### config.mk
export PLATFORM = sky130hd
export DESIGN_NAME = twi_reg_slave
export DESIGN_NICKNAME = d
export VERILOG_FILES = /design/src/rtl/twi_pkg.sv /design/src/rtl/twi_glitch_filter.sv /design/src/rtl/twi_bus_events.sv /design/src/rtl/twi_protocol.sv /design/src/rtl/twi_reg_slave.sv
export SDC_FILE = /design/constraint.sdc
export NUM_CORES = 1
export LEC_CHECK = 0
export BUFFER_PORTS_ARGS = -buffer_cell sky130_fd_sc_hd__buf_2
export CELL_PAD_IN_SITES_DETAIL_PLACEMENT = 0
export CELL_PAD_IN_SITES_GLOBAL_PLACEMENT = 1
export CORE_ASPECT_RATIO = 1.5
export CORE_MARGIN = 5
export CORE_UTILIZATION = 43
export CTS_CLUSTER_DIAMETER = 150
export DETAILED_ROUTE_END_ITERATION = 7
export PLACE_DENSITY = 0.79
export SLEW_MARGIN = 20
export SYNTH_ARGS = -nofsm -noshare
export SYNTH_HDL_FRONTEND = slang
export SYNTH_SLANG_ARGS = --single-unit
### constraint.sdc
create_clock -name clk -period 2.1 [get_ports clk]
set_clock_uncertainty 0.05 [all_clocks]
set_input_delay 0.21 -clock clk [delete_from_list [all_inputs] [get_ports clk]]
set_output_delay 0.21 -clock clk [all_outputs]
set_load 0.02 [all_outputs]
### src/rtl/twi_pkg.sv
`timescale 1ns/1ps
// Shared constants and the protocol state type for the two-wire slave.
// Assumes a 7-bit device address and byte-wide registers.
package twi_pkg;
    localparam logic [6:0] DEV_ID_STRAP_HI = 7'b0001111;
    localparam logic [6:0] DEV_ID_STRAP_LO = 7'b0001000;

    typedef enum logic [2:0] {
        ST_IDLE,
        ST_ADDR,
        ST_ADDR_ACK,
        ST_WBYTE,
        ST_WACK,
        ST_RBYTE,
        ST_RACK
    } twi_state_t;
endpackage

### src/rtl/twi_glitch_filter.sv
`timescale 1ns/1ps
// Brings one bus line into the clock domain with two flops, then passes a
// new level only after it has held for STAGES consecutive clocks.
// Assumes the line idles high (reset value 1).
module twi_glitch_filter #(
    parameter int STAGES = 3
) (
    input  logic clk,
    input  logic rst_n,
    input  logic raw,
    output logic clean
);
    localparam int CW = $clog2(STAGES + 1);

    logic [1:0]    sync_q;
    logic [CW-1:0] hold_cnt;

    // Synchronize, then count how long the synchronized level differs.
    always_ff @(posedge clk) begin
        if (!rst_n) begin
            sync_q   <= 2'b11;
            hold_cnt <= '0;
            clean    <= 1'b1;
        end else begin
            sync_q <= {sync_q[0], raw};
            if (sync_q[1] == clean) begin
                hold_cnt <= '0;
            end else if (hold_cnt == CW'(STAGES - 1)) begin
                clean    <= sync_q[1];
                hold_cnt <= '0;
            end else begin
                hold_cnt <= hold_cnt + 1'b1;
            end
        end
    end

    // a filtered change always follows the synchronized level.
    assert_filter_follows_R2: assert property (@(posedge clk) disable iff (!rst_n)
        !$stable(clean) |-> (clean == $past(sync_q[1])));
endmodule

### src/rtl/twi_bus_events.sv
`timescale 1ns/1ps
// Turns filtered SCL/SDA levels into single-cycle events: START, STOP,
// SCL rising and SCL falling. Assumes both inputs come through equal filters.
module twi_bus_events (
    input  logic clk,
    input  logic rst_n,
    input  logic scl,
    input  logic sda,
    output logic start_ev,
    output logic stop_ev,
    output logic scl_rise,
    output logic scl_fall
);
    logic scl_d, sda_d;

    // Remember the previous filtered levels.
    always_ff @(posedge clk) begin
        if (!rst_n) begin
            scl_d <= 1'b1;
            sda_d <= 1'b1;
        end else begin
            scl_d <= scl;
            sda_d <= sda;
        end
    end

    // SDA moving while SCL stays high marks a bus condition.
    always_comb begin
        start_ev = scl & scl_d & sda_d & ~sda;
        stop_ev  = scl & scl_d & ~sda_d & sda;
        scl_rise = scl & ~scl_d;
        scl_fall = ~scl & scl_d;
    end
endmodule

### src/rtl/twi_protocol.sv
`timescale 1ns/1ps
// Byte-level protocol engine: address match, acknowledge, pointer handling,
// write strobes and read shifting. Assumes single-cycle events from
// twi_bus_events and a combinational register read path.
module twi_protocol
    import twi_pkg::*;
#(
    parameter int NUM_REGS = 10,
    parameter int IDX_W    = $clog2(NUM_REGS)
) (
    input  logic             clk,
    input  logic             rst_n,
    input  logic             start_ev,
    input  logic             stop_ev,
    input  logic             scl_rise,
    input  logic             scl_fall,
    input  logic             sda_s,
    input  logic             addr_strap,
    input  logic [7:0]       reg_rdata,
    output logic [IDX_W-1:0] reg_idx,
    output logic [7:0]       reg_wdata,
    output logic             reg_wstb,
    output logic             reg_rstb,
    output logic             sda_pull
);
    localparam logic [IDX_W-1:0] LAST_IDX = IDX_W'(NUM_REGS - 1);
    localparam logic [7:0]       LAST_B   = 8'(NUM_REGS - 1);

    twi_state_t       state;
    logic [7:0]       shreg;
    logic [2:0]       bit_cnt;
    logic             byte_full;
    logic             rd_dir;
    logic             ptr_phase;
    logic             master_nack;
    logic [IDX_W-1:0] ptr_next;
    logic [6:0]       my_id;

    // Wrap-around successor of the pointer and the device address in use.
    always_comb begin
        ptr_next = (reg_idx == LAST_IDX) ? '0 : reg_idx + 1'b1;
        my_id    = addr_strap ? DEV_ID_STRAP_HI : DEV_ID_STRAP_LO;
    end

    // Main protocol sequencer.
    always_ff @(posedge clk) begin
        if (!rst_n) begin
            state       <= ST_IDLE;
            shreg       <= '0;
            bit_cnt     <= '0;
            byte_full   <= 1'b0;
            rd_dir      <= 1'b0;
            ptr_phase   <= 1'b0;
            master_nack <= 1'b0;
            reg_idx     <= '0;
            reg_wdata   <= '0;
            reg_wstb    <= 1'b0;
            reg_rstb    <= 1'b0;
            sda_pull    <= 1'b0;
        end else begin
            reg_wstb <= 1'b0;
            reg_rstb <= 1'b0;
            if (start_ev) begin
                state     <= ST_ADDR;
                bit_cnt   <= '0;
                byte_full <= 1'b0;
                sda_pull  <= 1'b0;
            end else if (stop_ev) begin
                state     <= ST_IDLE;
                byte_full <= 1'b0;
                sda_pull  <= 1'b0;
            end else begin
                case (state)
                    ST_ADDR, ST_WBYTE: begin
                        if (scl_rise && !byte_full) begin
                            shreg   <= {shreg[6:0], sda_s};
                            bit_cnt <= bit_cnt + 1'b1;
                            if (bit_cnt == 3'd7) byte_full <= 1'b1;
                        end
                        if (scl_fall && byte_full) begin
                            byte_full <= 1'b0;
                            bit_cnt   <= '0;
                            if (state == ST_ADDR) begin
                                if (shreg[7:1] == my_id) begin
                                    sda_pull  <= 1'b1;
                                    rd_dir    <= shreg[0];
                                    ptr_phase <= ~shreg[0];
                                    state     <= ST_ADDR_ACK;
                                end else begin
                                    state <= ST_IDLE;
                                end
                            end else begin
                                sda_pull <= 1'b1;
                                state    <= ST_WACK;
                                if (ptr_phase) begin
                                    reg_idx <= (shreg > LAST_B) ? '0 : shreg[IDX_W-1:0];
                                end else begin
                                    reg_wstb  <= 1'b1;
                                    reg_wdata <= shreg;
                                end
                            end
                        end
                    end
                    ST_ADDR_ACK: begin
                        if (scl_fall) begin
                            if (rd_dir) begin
                                shreg    <= reg_rdata;
                                reg_rstb <= 1'b1;
                                sda_pull <= ~reg_rdata[7];
                                state    <= ST_RBYTE;
                            end else begin
                                sda_pull <= 1'b0;
                                state    <= ST_WBYTE;
                            end
                            bit_cnt <= '0;
                        end
                    end
                    ST_WACK: begin
                        if (scl_fall) begin
                            sda_pull  <= 1'b0;
                            state     <= ST_WBYTE;
                            if (!ptr_phase) reg_idx <= ptr_next;
                            ptr_phase <= 1'b0;
                        end
                    end
                    ST_RBYTE: begin
                        if (scl_rise) begin
                            bit_cnt <= bit_cnt + 1'b1;
                            if (bit_cnt == 3'd7) byte_full <= 1'b1;
                        end
                        if (scl_fall) begin
                            if (byte_full) begin
                                byte_full <= 1'b0;
                                sda_pull  <= 1'b0;
                                reg_idx   <= ptr_next;
                                state     <= ST_RACK;
                            end else begin
                                shreg    <= {shreg[6:0], 1'b0};
                                sda_pull <= ~shreg[6];
                            end
                        end
                    end
                    ST_RACK: begin
                        if (scl_rise) master_nack <= sda_s;
                        if (scl_fall) begin
                            bit_cnt <= '0;
                            if (master_nack) begin
                                state <= ST_IDLE;
                            end else begin
                                shreg    <= reg_rdata;
                                reg_rstb <= 1'b1;
                                sda_pull <= ~reg_rdata[7];
                                state    <= ST_RBYTE;
                            end
                        end
                    end
                    default: ;
                endcase
            end
        end
    end

    // the pointer never addresses a missing register.
    assert_ptr_in_range_R3: assert property (@(posedge clk) disable iff (!rst_n)
        reg_idx <= LAST_IDX);
    // the written location holds still in the cycle after the strobe.
    assert_wr_idx_hold_R4: assert property (@(posedge clk) disable iff (!rst_n)
        reg_wstb |=> $stable(reg_idx));
    // a fetch and a write never share a cycle.
    assert_strobe_excl_R7: assert property (@(posedge clk) disable iff (!rst_n)
        !(reg_wstb && reg_rstb));
    // an idle slave leaves SDA released and writes nothing.
    assert_idle_quiet_R9: assert property (@(posedge clk) disable iff (!rst_n)
        (state == ST_IDLE) |-> (!sda_pull && !reg_wstb));
endmodule

### src/rtl/twi_reg_slave.sv
`timescale 1ns/1ps
// Top of the two-wire register slave: filters both bus lines, derives bus
// events and runs the protocol engine toward an external register file.
// Assumes clk runs at least ~20x the SCL rate so filtering keeps up.
module twi_reg_slave #(
    parameter int NUM_REGS    = 10,
    parameter int FILT_STAGES = 3,
    parameter int IDX_W       = $clog2(NUM_REGS)
) (
    input  logic             clk,
    input  logic             rst_n,
    input  logic             scl_in,
    input  logic             sda_in,
    input  logic             addr_strap,
    output logic             sda_pull,
    output logic [IDX_W-1:0] reg_idx,
    output logic [7:0]       reg_wdata,
    output logic             reg_wstb,
    output logic             reg_rstb,
    input  logic [7:0]       reg_rdata
);
    localparam int NLINES = 2;

    logic [NLINES-1:0] raw_lines;
    logic [NLINES-1:0] clean_lines;
    logic start_ev, stop_ev, scl_rise, scl_fall;

    assign raw_lines = {sda_in, scl_in};

    for (genvar g = 0; g < NLINES; g++) begin : g_line
        twi_glitch_filter #(.STAGES(FILT_STAGES)) u_filt (
            .clk   (clk),
            .rst_n (rst_n),
            .raw   (raw_lines[g]),
            .clean (clean_lines[g])
        );
    end

    twi_bus_events u_events (
        .clk      (clk),
        .rst_n    (rst_n),
        .scl      (clean_lines[0]),
        .sda      (clean_lines[1]),
        .start_ev (start_ev),
        .stop_ev  (stop_ev),
        .scl_rise (scl_rise),
        .scl_fall (scl_fall)
    );

    twi_protocol #(.NUM_REGS(NUM_REGS), .IDX_W(IDX_W)) u_proto (
        .clk        (clk),
        .rst_n      (rst_n),
        .start_ev   (start_ev),
        .stop_ev    (stop_ev),
        .scl_rise   (scl_rise),
        .scl_fall   (scl_fall),
        .sda_s      (clean_lines[1]),
        .addr_strap (addr_strap),
        .reg_rdata  (reg_rdata),
        .reg_idx    (reg_idx),
        .reg_wdata  (reg_wdata),
        .reg_wstb   (reg_wstb),
        .reg_rstb   (reg_rstb),
        .sda_pull   (sda_pull)
    );
endmodule

# Yosys cells after proc, flatten, opt, wreduce, memory -nomap -nowiden
# Cells that the tools add are included.
[classes]
n_addsub = 4
order_cmp = 1
eq_ne = 38
muxes = 65
bitwise = 23
reduce_logical = 30
[op_table]
columns = ["cell", "count"]
rows = [
  ["8-bit 2-to-1 mux", 7],
  ["3-bit 2-to-1 mux", 14],
  ["4-bit 2-to-1 mux", 9],
  ["8-bit case mux with 4 select lines", 1],
  ["1-bit 2-to-1 mux", 26],
  ["2-bit by 1-bit != test with 1-bit output (second input constant)", 13],
  ["4-bit by 3-bit != test with 1-bit output (second input constant)", 6],
  ["7-bit AND reduction", 3],
  ["10-bit AND reduction", 2],
  ["1-bit inverter", 16],
  ["3-bit case mux with 5 select lines", 1],
  ["3-bit == test (second input constant)", 4],
  ["4-bit case mux with 3 select lines", 1],
  ["6-bit AND reduction", 2],
  ["3-bit case mux with 3 select lines", 1],
  ["3-bit OR reduction", 3],
  ["8-bit by 4-bit greater-than comparator with 1-bit output (second input constant)", 1],
  ["2-bit != test (second input constant)", 4],
  ["8-bit AND reduction", 1],
  ["1-bit bitwise AND", 7],
  ["7-bit == test", 1],
  ["7-bit nonzero test", 1],
  ["3-bit by 2-bit == test with 1-bit output (second input constant)", 2],
  ["1-bit case mux with 2 select lines", 3],
  ["other kinds (22)", 32],
]
[totals]
register_bits = 45
in_bits = 13
output_inout_bits = 15
elab_cells = 182

# Depth between registers and ports, before layout
# Gate-level depths: netlist (run 1).
[depth]
ltp_word = 8
depth_mapped = 7
mapped_depth_nobuf = 5

# Cells and area by module
# From an unflattened synthesis (run 1), not the netlist that was laid out.
[unflattened]
cells_unflattened = 258
hier_area_um2 = 2242.2
[modules_own_cells]
columns = ["mod", "instances", "cells_per_inst", "area_per_inst_um2", "seq_area_each_um2"]
rows = [
  ["twi_protocol", 1, 222, 1819.2, 660.6],
  ["twi_glitch_filter", 2, 14, 168.9, 100.1],
  ["twi_bus_events", 1, 8, 85.1, 40.0],
]

# Worst setup path after synthesis (run 1)
# No wires, ideal clock.
[synth_timing]
path_type = "register -> register"
from = "register u_proto.state[2]"
to = "register u_proto.reg_wdata[0]"
setup_ns = 0.128
t_arrival_ns = 1.442
t_required_ns = 1.922
slack_ns = 0.480
path_stages_with_launch = 7
path_buffers = 2
period_less_slack_ns = 1.620
path_cell_list = "dfxtp_1 buf_2 nand2b_1 or4b_1 buf_4 mux2i_1 nor2_1"
[synth_via]
elab_chain_len = 3
word_cells_on_any_way = 5
cone_classes = "2 x eq/ne; 1 x bitwise; 2 x reduce/logical"
[synth_rtl]
columns = ["element", "line", "text"]
rows = [
  ["start, declared", "twi_protocol.sv:29", "twi_state_t state;"],
  ["start signal, assigned", "twi_protocol.sv:48", "state <= ST_IDLE;"],
  ["start signal, assigned", "twi_protocol.sv:64", "state <= ST_ADDR;"],
  ["start signal, assigned", "twi_protocol.sv:69", "state <= ST_IDLE;"],
  ["3-bit by 2-bit == test with 1-bit output or 3-bit by 1-bit == test with 1-bit output (tied branches)", "twi_protocol.sv:73, twi_protocol.sv:83", ""],
  ["2-bit OR reduction or 1-bit inverter (tied branches)", "--", ""],
  ["6-bit AND reduction (no source line) (*)", "--", ""],
  ["end signal, assigned", "twi_protocol.sv:99", "reg_wdata <= shreg;"],
  ["end, declared", "twi_protocol.sv:21", "output logic [7:0] reg_wdata,"],
]
# Every way passes the cells marked *; elsewhere a longest branch is shown, timed or not.
# A chain may end at the register's enable or synchronous reset.

# Worst setup path after layout (run 1)
[layout_timing]
from = "register g_line[0].u_filt.clean"
to = "register u_proto.reg_wdata[3]"
[layout_via]
elab_chain_len = 5
word_cells_on_any_way = 11
cone_classes = "9 x bitwise; 2 x reduce/logical"
[layout_rtl]
columns = ["element", "line", "text"]
rows = [
  ["start, declared", "twi_glitch_filter.sv:11", "output logic clean"],
  ["start signal, assigned", "twi_glitch_filter.sv:29", "clean <= sync_q[1];"],
  ["1-bit bitwise AND", "twi_bus_events.sv:29, twi_bus_events.sv:30", ""],
  ["1-bit bitwise AND, on equally long branches (2 in series)", "twi_bus_events.sv:30, twi_bus_events.sv:29", ""],
  ["1-bit inverter (no source line)", "--", ""],
  ["6-bit AND reduction (no source line) (*)", "--", ""],
]
# Marks and branches as above.

==> summary.md, run 1 <==
| Metric | Value |
|---|---|
| Vias/cell | `5.442` |
| Worst Setup End Kind | `flop` |
| Setup Viol. Count Final | `0` |
| Nets | `roughly 320` |
| Die span in y | `~99 µm` |
| Synth Flop Type | `dfxtp_1` |
| Detailed-route DRC error count | `0` |
| Utilization after layout | `51.21%` |
| Post-CTS setup buffers | `0` |
| Delay-heaviest family, CP | `simple AND/OR/NAND/NOR gates` |
| Total congestion overflow | `0` |
| Worst hold path class | `in -> reg` |
| Worst-path clk slew | `around 0.080 ns` |
| Max-cap viol count | `0` |
| Synth warn | `0` |
| # port buffers | `27` |
| DR iter-0 viols | `94` |
| Fmax | `around 520 MHz` |
| Status | `finished clean` |
| Max Slew Vio Count | `0` |
| Root Buffer | `clkbuf_8` |
| Post-CTS sizing | `0` |
| Synth cell types | `48` |
| Crit-path max FO | `10` |
| Chip width | `roughly 69 µm` |
| Core Region | `5165 µm²` |
| Multi-input gate area | `around 1300 µm²` |
| Post-DP HPWL | `between 3000 and 4000 µm` |
| IO Count | `28` |
| Avg Inst Size Synth | `between 8 and 9 µm²` |
| WHS | `between 0.03 and 0.04 ns` |
| Global placement routability congestion | `between 0.9 and 1` |
| Initial Util | `roughly 44%` |
| Tot Pwr | `about 1600 µW` |
| Clock Path Buffers | `2` |
| Synthesized area | `around 2300 µm²` |
| Mapped Cells | `between 200 and 300` |
| First-pass GRT wire length | `9301 µm` |
| Commonest non-fill, non-tap cell in the layout | `dfxtp_1` |
| Final min period | `between 1.5 and 2 ns` |
| DIE AREA | `~7000 µm²` |
| Synthesized flop and latch total | `45` |
| Antenna diodes | `0` |
| DRT Wirelength | `around 5300 µm` |
| Row count | `32` |
| Worst path cell trace | `nand3b_2, or4b_1, mux2i_1, nor2_1` |
| Final setup TNS | `0 ns` |
| Post-synth top area cell | `dfxtp_1` |
| Cell leakage power | `about 0.0011 µW` |
| Total global-route track usage | `between 10% and 20%` |
| Unrepaired setup endpoints after global routing | `false` |
| Delay of the slowest critical-path stage | `~0.79 ns` |
| Initial antenna violation count | `0` |
| Worst setup SP type | `flop` |
| Drt pass-1 iters | `4` |
| TritonCTS buffer count | `5` |
| Filler Cell Count | `between 500 and 600` |
| Most frequent cells in the layout | `dfxtp_1 (45), nor2_1 (34), nand2_1 (30), buf_2 (27), buf_4 (17)` |
| CTS tree | `yes` |
| Pin count of the biggest net entering global routing | `26` |
| CP max-delay cell | `or4b_1` |
| Top cells by area, synth | `dfxtp_1 (40%), mux2i_1 (7.0%), nor2_1 (5.6%)` |
| WS Path Type | `reg -> reg` |
| Hold Vio Cnt, Final | `0` |
| H-tree Lvls | `2` |
| Layout cells sized above 1 | `between 10% and 20%` |
| Register area share after synthesis | `between 30% and 40%` |
| Worst-Margin Slew | `around 0.52 ns` |
| Post-synth EDFFs | `0` |
| Top cell type's share of synthesized area | `39.58%` |
| Maximum vdd ir drop | `about 0.29 mV` |
| Slew margin rel. | `between 60 and 70%` |
| Crit path arrival time | `between 2 and 2.5 ns` |
| Hold_buf cts | `0` |
| Synthesized net count | `about 290` |
| Clk_lat worst skew | `approximately 0.30 ns` |
| Clock Sinks | `between 40 and 50` |
| DR vias | `between 2000 and 2500` |
| CP Buf/Inv Count | `0` |
| Area growth, synth to finish | `16.22%` |
| Seq. cell area | `around 900 µm²` |
| Final period util | `between 90% and 100%` |
| Power Density | `595.3 nW/µm²` |
| Drt wl/cell | `~14 µm` |
| Vias in the first global route | `around 2100` |
| Antenna Nets Post-Route | `0` |
| Critical Path RT | `about 2.2 ns` |
| FFs w/ async S/R, synth | `0%` |
[layer usage]
| layer | track usage, % | wire (µm) | up-vias |
|---|---|---|---|
| li1 | - | - | 1026 |
| met3 | 3.539 | 211 | 17 |
| met2 | 28.97 | 2651 | 48 |
| met1 | 18.54 | 2264 | 928 |
| met5 | 0 | 0 | - |
| met4 | 9.173 | 181 | 0 |
[kinds of logic after synthesis]
logic type,share of synthesized area [%]
and+or+nand+nor,24.46
xor gates and xnor gates,1.539
muxes,7.037
adders and majority gates,2.199
buffers and inverters,5.003
DFF,39.58
AOI/OAI and AO/OA,20.18
[metrics by stage]
step | setup slack, ns | area, µm² | cells
final | 0.1911 | 2645 | 371
after global routing | 0.03699 | 2645 | 371
after CTS | 0.1711 | 2645 | 371
after detailed placement | 0.1865 | 2529 | 363
after global placement | 0.2303 | 2529 | 363
after floorplan | 0.4801 | 2276 | 269
[cells in the mapped netlist (3+ instances only)]
library cell and n:
xnor2_1 4, o21ai_0 11, nor2_1 34, inv_1 5
nand2_1 30, buf_2 7, clkbuf_1 5, mux2i_1 16
ha_1 4, nor2b_1 7, a21oi_1 16, nor3_1 5
a211oi_1 4, buf_4 3, a311oi_1 7, nand3_1 5
o22ai_1 5, or3_1 3, nand2b_1 15, dfxtp_1 45
[where the power goes]
group | total [µW] | leakage (µW) | switching, µW | internal (µW)
clock | 675 | 0.0000585 | 287 | 388
sequential | 859 | 0.000364 | 2.11 | 857
combinational | 40.0 | 0.000658 | 22.6 | 17.3
total | 1570 | 0.00108 | 312 | 1260
[flip-flops by register name, indices dropped and copies added (netlist names)]
register and cells:
u_proto.ptr_phase 1, u_events.scl_d 1, u_proto.bit_cnt 3, u_proto.reg_wdata 8, g_line.u_filt.sync_q 4, u_proto.shreg 8, u_proto.byte_full 1, g_line.u_filt.hold_cnt 4
g_line.u_filt.clean 2, u_proto.state 3, u_proto.reg_rstb 1, u_proto.rd_dir 1, u_proto.master_nack 1, u_proto.sda_pull 1, u_proto.reg_wstb 1, u_proto.reg_idx 4
u_events.sda_d 1
[final timing paths]
path | startpoint | to | slack [ns] | cells after the start
max | g_line[0].u_filt.clean$_SDFFE_PN1P_ | u_proto.reg_wdata[3]$_SDFFE_PN0P_ | 0.19 | 4
min | sda_in | g_line[1].u_filt.sync_q[0]$_SDFF_PN1_ | 0.04 | 2
max reg2reg | g_line[0].u_filt.clean$_SDFFE_PN1P_ | u_proto.reg_wdata[3]$_SDFFE_PN0P_ | 0.19 | 4
min reg2reg | g_line[1].u_filt.hold_cnt[0]$_SDFF_PP0_ | g_line[1].u_filt.hold_cnt[0]$_SDFF_PP0_ | 0.36 | 1
[final cells by class]
cell class / instances / area share (%)
clock buffers: 7 / 3.264
clock inverters: 1 / 1.135
inverters: 5 / 0.7096
multi-input cells: 201 / 47.68
flip-flops and latches: 45 / 34.06
well taps: 68 / 3.217
repair buffers: 44 / 9.934
Power figures use the tool's default switching activity.
==> inputs of run 2 (changes only) <==
--- a/config.mk
+++ b/config.mk
@@ -5,12 +5,13 @@
 export SDC_FILE = /design/constraint.sdc
 export NUM_CORES = 1
 export LEC_CHECK = 0
+export ABC_AREA = 1
 export BUFFER_PORTS_ARGS = -buffer_cell sky130_fd_sc_hd__buf_2
 export CELL_PAD_IN_SITES_DETAIL_PLACEMENT = 0
 export CELL_PAD_IN_SITES_GLOBAL_PLACEMENT = 1
 export CORE_ASPECT_RATIO = 1.5
 export CORE_MARGIN = 5
-export CORE_UTILIZATION = 43
+export CORE_UTILIZATION = 41
 export CTS_CLUSTER_DIAMETER = 150
 export DETAILED_ROUTE_END_ITERATION = 7
 export PLACE_DENSITY = 0.79
==> summary.md, run 2 <==
| Metric | Value |
|---|---|
| Post-synth EDFFs | `0 (unchanged)` |
| Synth Flop Type | `dfxtp_1` |
| Core Region | `5533 µm² (+7.1%)` |
| Drt pass-1 iters | `4 (unchanged)` |
| Synthesized flop and latch total | `45 (unchanged)` |
| Most frequent cells in the layout | `nand2_1 (80), nor2_1 (51), dfxtp_1 (45)` |
| Initial Util | `42.58% (-1.5 points)` |
| Setup Viol. Count Final | `0 (unchanged)` |
| Slew margin rel. | `66.38% (+1.3 points)` |
| Total global-route track usage | `17.41% (+0.84 points)` |
| Post-CTS sizing | `0 (unchanged)` |
| IO Count | `28 (unchanged)` |
| WS Path Type | `reg -> reg` |
| Post-synth top area cell | `dfxtp_1` |
| Synth cell types | `32 (-33%)` |
| Clock Path Buffers | `2 (unchanged)` |
| Final setup TNS | `0 ns (unchanged)` |
| First-pass GRT wire length | `10190 µm (+9.6%)` |
| Global placement routability congestion | `0.8483 (-6.7%)` |
| Post-CTS setup buffers | `0 (unchanged)` |
| Die span in y | `102.8 µm (+3.8%)` |
| Synthesized area | `2356 µm² (+3.5%)` |
| TritonCTS buffer count | `5 (unchanged)` |
| Crit-path max FO | `9 (-1)` |
| Nets | `403 (+26%)` |
| Chip width | `71.90 µm (+3.6%)` |
| Crit path arrival time | `1.91 ns (-0.13 ns)` |
| Top cell type's share of synthesized area | `38.24% (-1.3 points)` |
| Unrepaired setup endpoints after global routing | `false` |
| Maximum vdd ir drop | `0.5163 mV (+81%)` |
| # port buffers | `27 (unchanged)` |
| DRT Wirelength | `5915 µm (+11%)` |
| Avg Inst Size Synth | `6.693 µm² (-21%)` |
| Layout cells sized above 1 | `17.05% (-1.8 points)` |
| H-tree Lvls | `2 (unchanged)` |
| Root Buffer | `clkbuf_8` |
| Synth warn | `0 (unchanged)` |
| Critical Path RT | `2.22 ns (-0.02 ns)` |
| FFs w/ async S/R, synth | `0% (unchanged)` |
| Worst setup SP type | `flop` |
| Hold_buf cts | `0 (unchanged)` |
| Row count | `33 (+3.1%)` |
| Max Slew Vio Count | `0 (unchanged)` |
| Clock Sinks | `45 (unchanged)` |
| Total congestion overflow | `0 (unchanged)` |
| Final period util | `85.50% (-5.4 points)` |
| Fmax | `557.0 MHz (+6.3%)` |
| Vias/cell | `5.000 (-8.1%)` |
| Initial antenna violation count | `0 (unchanged)` |
| Worst hold path class | `in -> reg` |
| Worst-Margin Slew | `0.5037 ns (-0.01669 ns)` |
| DR vias | `2285 (+13%)` |
| CTS tree | `yes` |
| Commonest non-fill, non-tap cell in the layout | `nand2_1` |
| Max-cap viol count | `0 (unchanged)` |
| Register area share after synthesis | `38.24% (-1.3 points)` |
| Pre-CTS setup slack | `0.3415 ns (+0.1550 ns)` |
| Clk_lat worst skew | `0.30 ns (about the same)` |
| Area growth, synth to finish | `13.44%` |
| Filler Cell Count | `612 (+21%)` |
| Post-route setup slack | `0.3046 ns (+0.1135 ns)` |
| Worst Setup End Kind | `flop` |
| DR iter-0 viols | `92 (-2.1%)` |
| Mapped Cells | `352 (+31%)` |
| Antenna diodes | `0 (unchanged)` |
| Detailed-route DRC error count | `0 (unchanged)` |
| Tot Pwr | `2537 µW (+61%)` |
| Hold Vio Cnt, Final | `0 (unchanged)` |
| Most frequent cell after synthesis | `nand2_1` |
| Power Density | `949.4 nW/µm² (+59%)` |
| Vias in the first global route | `2245 (+7.9%)` |
| Commonest cells post-synth | `nand2_1 (80), nor2_1 (51), dfxtp_1 (45)` |
| Status | `finished clean` |
| DIE AREA | `7394 µm² (+7.5%)` |
| Drt wl/cell | `12.94 µm (-9.6%)` |
| Cell leakage power | `0.001227 µW (+14%)` |
| Synthesized net count | `369 (+29%)` |
| Post-DP HPWL | `4597 µm (+16%)` |
| Antenna Nets Post-Route | `0 (unchanged)` |
| Pin count of the biggest net entering global routing | `22 (-15%)` |
| Top cells by area, synth | `dfxtp_1 (38%), nand2_1 (13%), nor2_1 (8.1%)` |
| Worst-path clk slew | `0.09 ns (about the same)` |
| Final min period | `1.795 ns (-0.1135 ns)` |
| Top flop regs | `u_proto.reg_wdata (8), u_proto.shreg (8)` |
[run 2: worst paths after layout]
check | start | endpoint | slack (ns) | cells after the start
worst min register to register | g_line[0].u_filt.hold_cnt[0]$_SDFF_PP0_ | g_line[0].u_filt.hold_cnt[0]$_SDFF_PP0_ | 0.37 | 1
worst max-delay path | u_proto.state[0]$_SDFFE_PN0P_ | u_proto.shreg[2]$_SDFFE_PN0P_ | 0.30 | 9
worst min-delay path | scl_in | g_line[0].u_filt.sync_q[0]$_SDFF_PN1_ | 0.04 | 2
worst max register to register | u_proto.state[0]$_SDFFE_PN0P_ | u_proto.shreg[2]$_SDFFE_PN0P_ | 0.30 | 9
[run 2: metrics by stage]
step                hold slack, ns  instances  instance area, µm²  utilization (%)
floorplan                   0.2666        352                2356                -
global placement            0.3446        449                2585            46.72
detailed placement          0.3493        449                2585            46.72
CTS                        0.03162        457                2673            48.30
global route               0.02834        457                2673            48.30
finish                     0.03895        457                2673            48.30
[run 2: critical path, cell delays in order, from the launching register on]
cell and delay [ns]:
dfxtp_1 0.51, inv_2 0.12, nand2_4 0.13, nor2_2 0.07, nand2_1 0.10, nand2_1 0.10, nor2_4 0.25, nand2_2 0.17
nand2_1 0.10, a21oi_1 0.06
[run 2: cell type report]
type	instances	area, µm²	share of cell area (%)
well taps	70	87.58	3.277
inverters	38	142.6	5.337
clock buffers	6	72.57	2.715
flip-flops and latches	45	900.9	33.71
repair buffers	34	187.7	7.022
multi-input cells	262	1266	47.38
clock inverters	2	15.01	0.5618
[run 2: power by group]
part           switching [µW]  internal, µW  leakage [µW]  total, µW
clock network             298           235     0.0000374        532
registers                86.0           933      0.000365       1020
logic                     670           316      0.000824        986
[run 2: cell families (layout without fill, tap and decap cells)]
| family | Yosys count | in the layout | share of synthesized area (%) |
|---|---|---|---|
| compound gates | 73 | 73 | 16.52 |
| xor+xnor | 1 | 1 | 0.3718 |
| fa+ha+maj | 4 | 4 | 2.124 |
| buf+inv | 45 | 80 | 8.019 |
| flops | 45 | 45 | 38.24 |
| simple gates | 184 | 184 | 34.73 |
[run 2: routing by layer]
metal	wire length (µm)	track usage, %	vias up
met1	2713	20.88	1030
met4	157	8.394	0
li1	-	-	1205
met2	2907	29.89	37
met5	0	0	-
met3	137	3.122	13
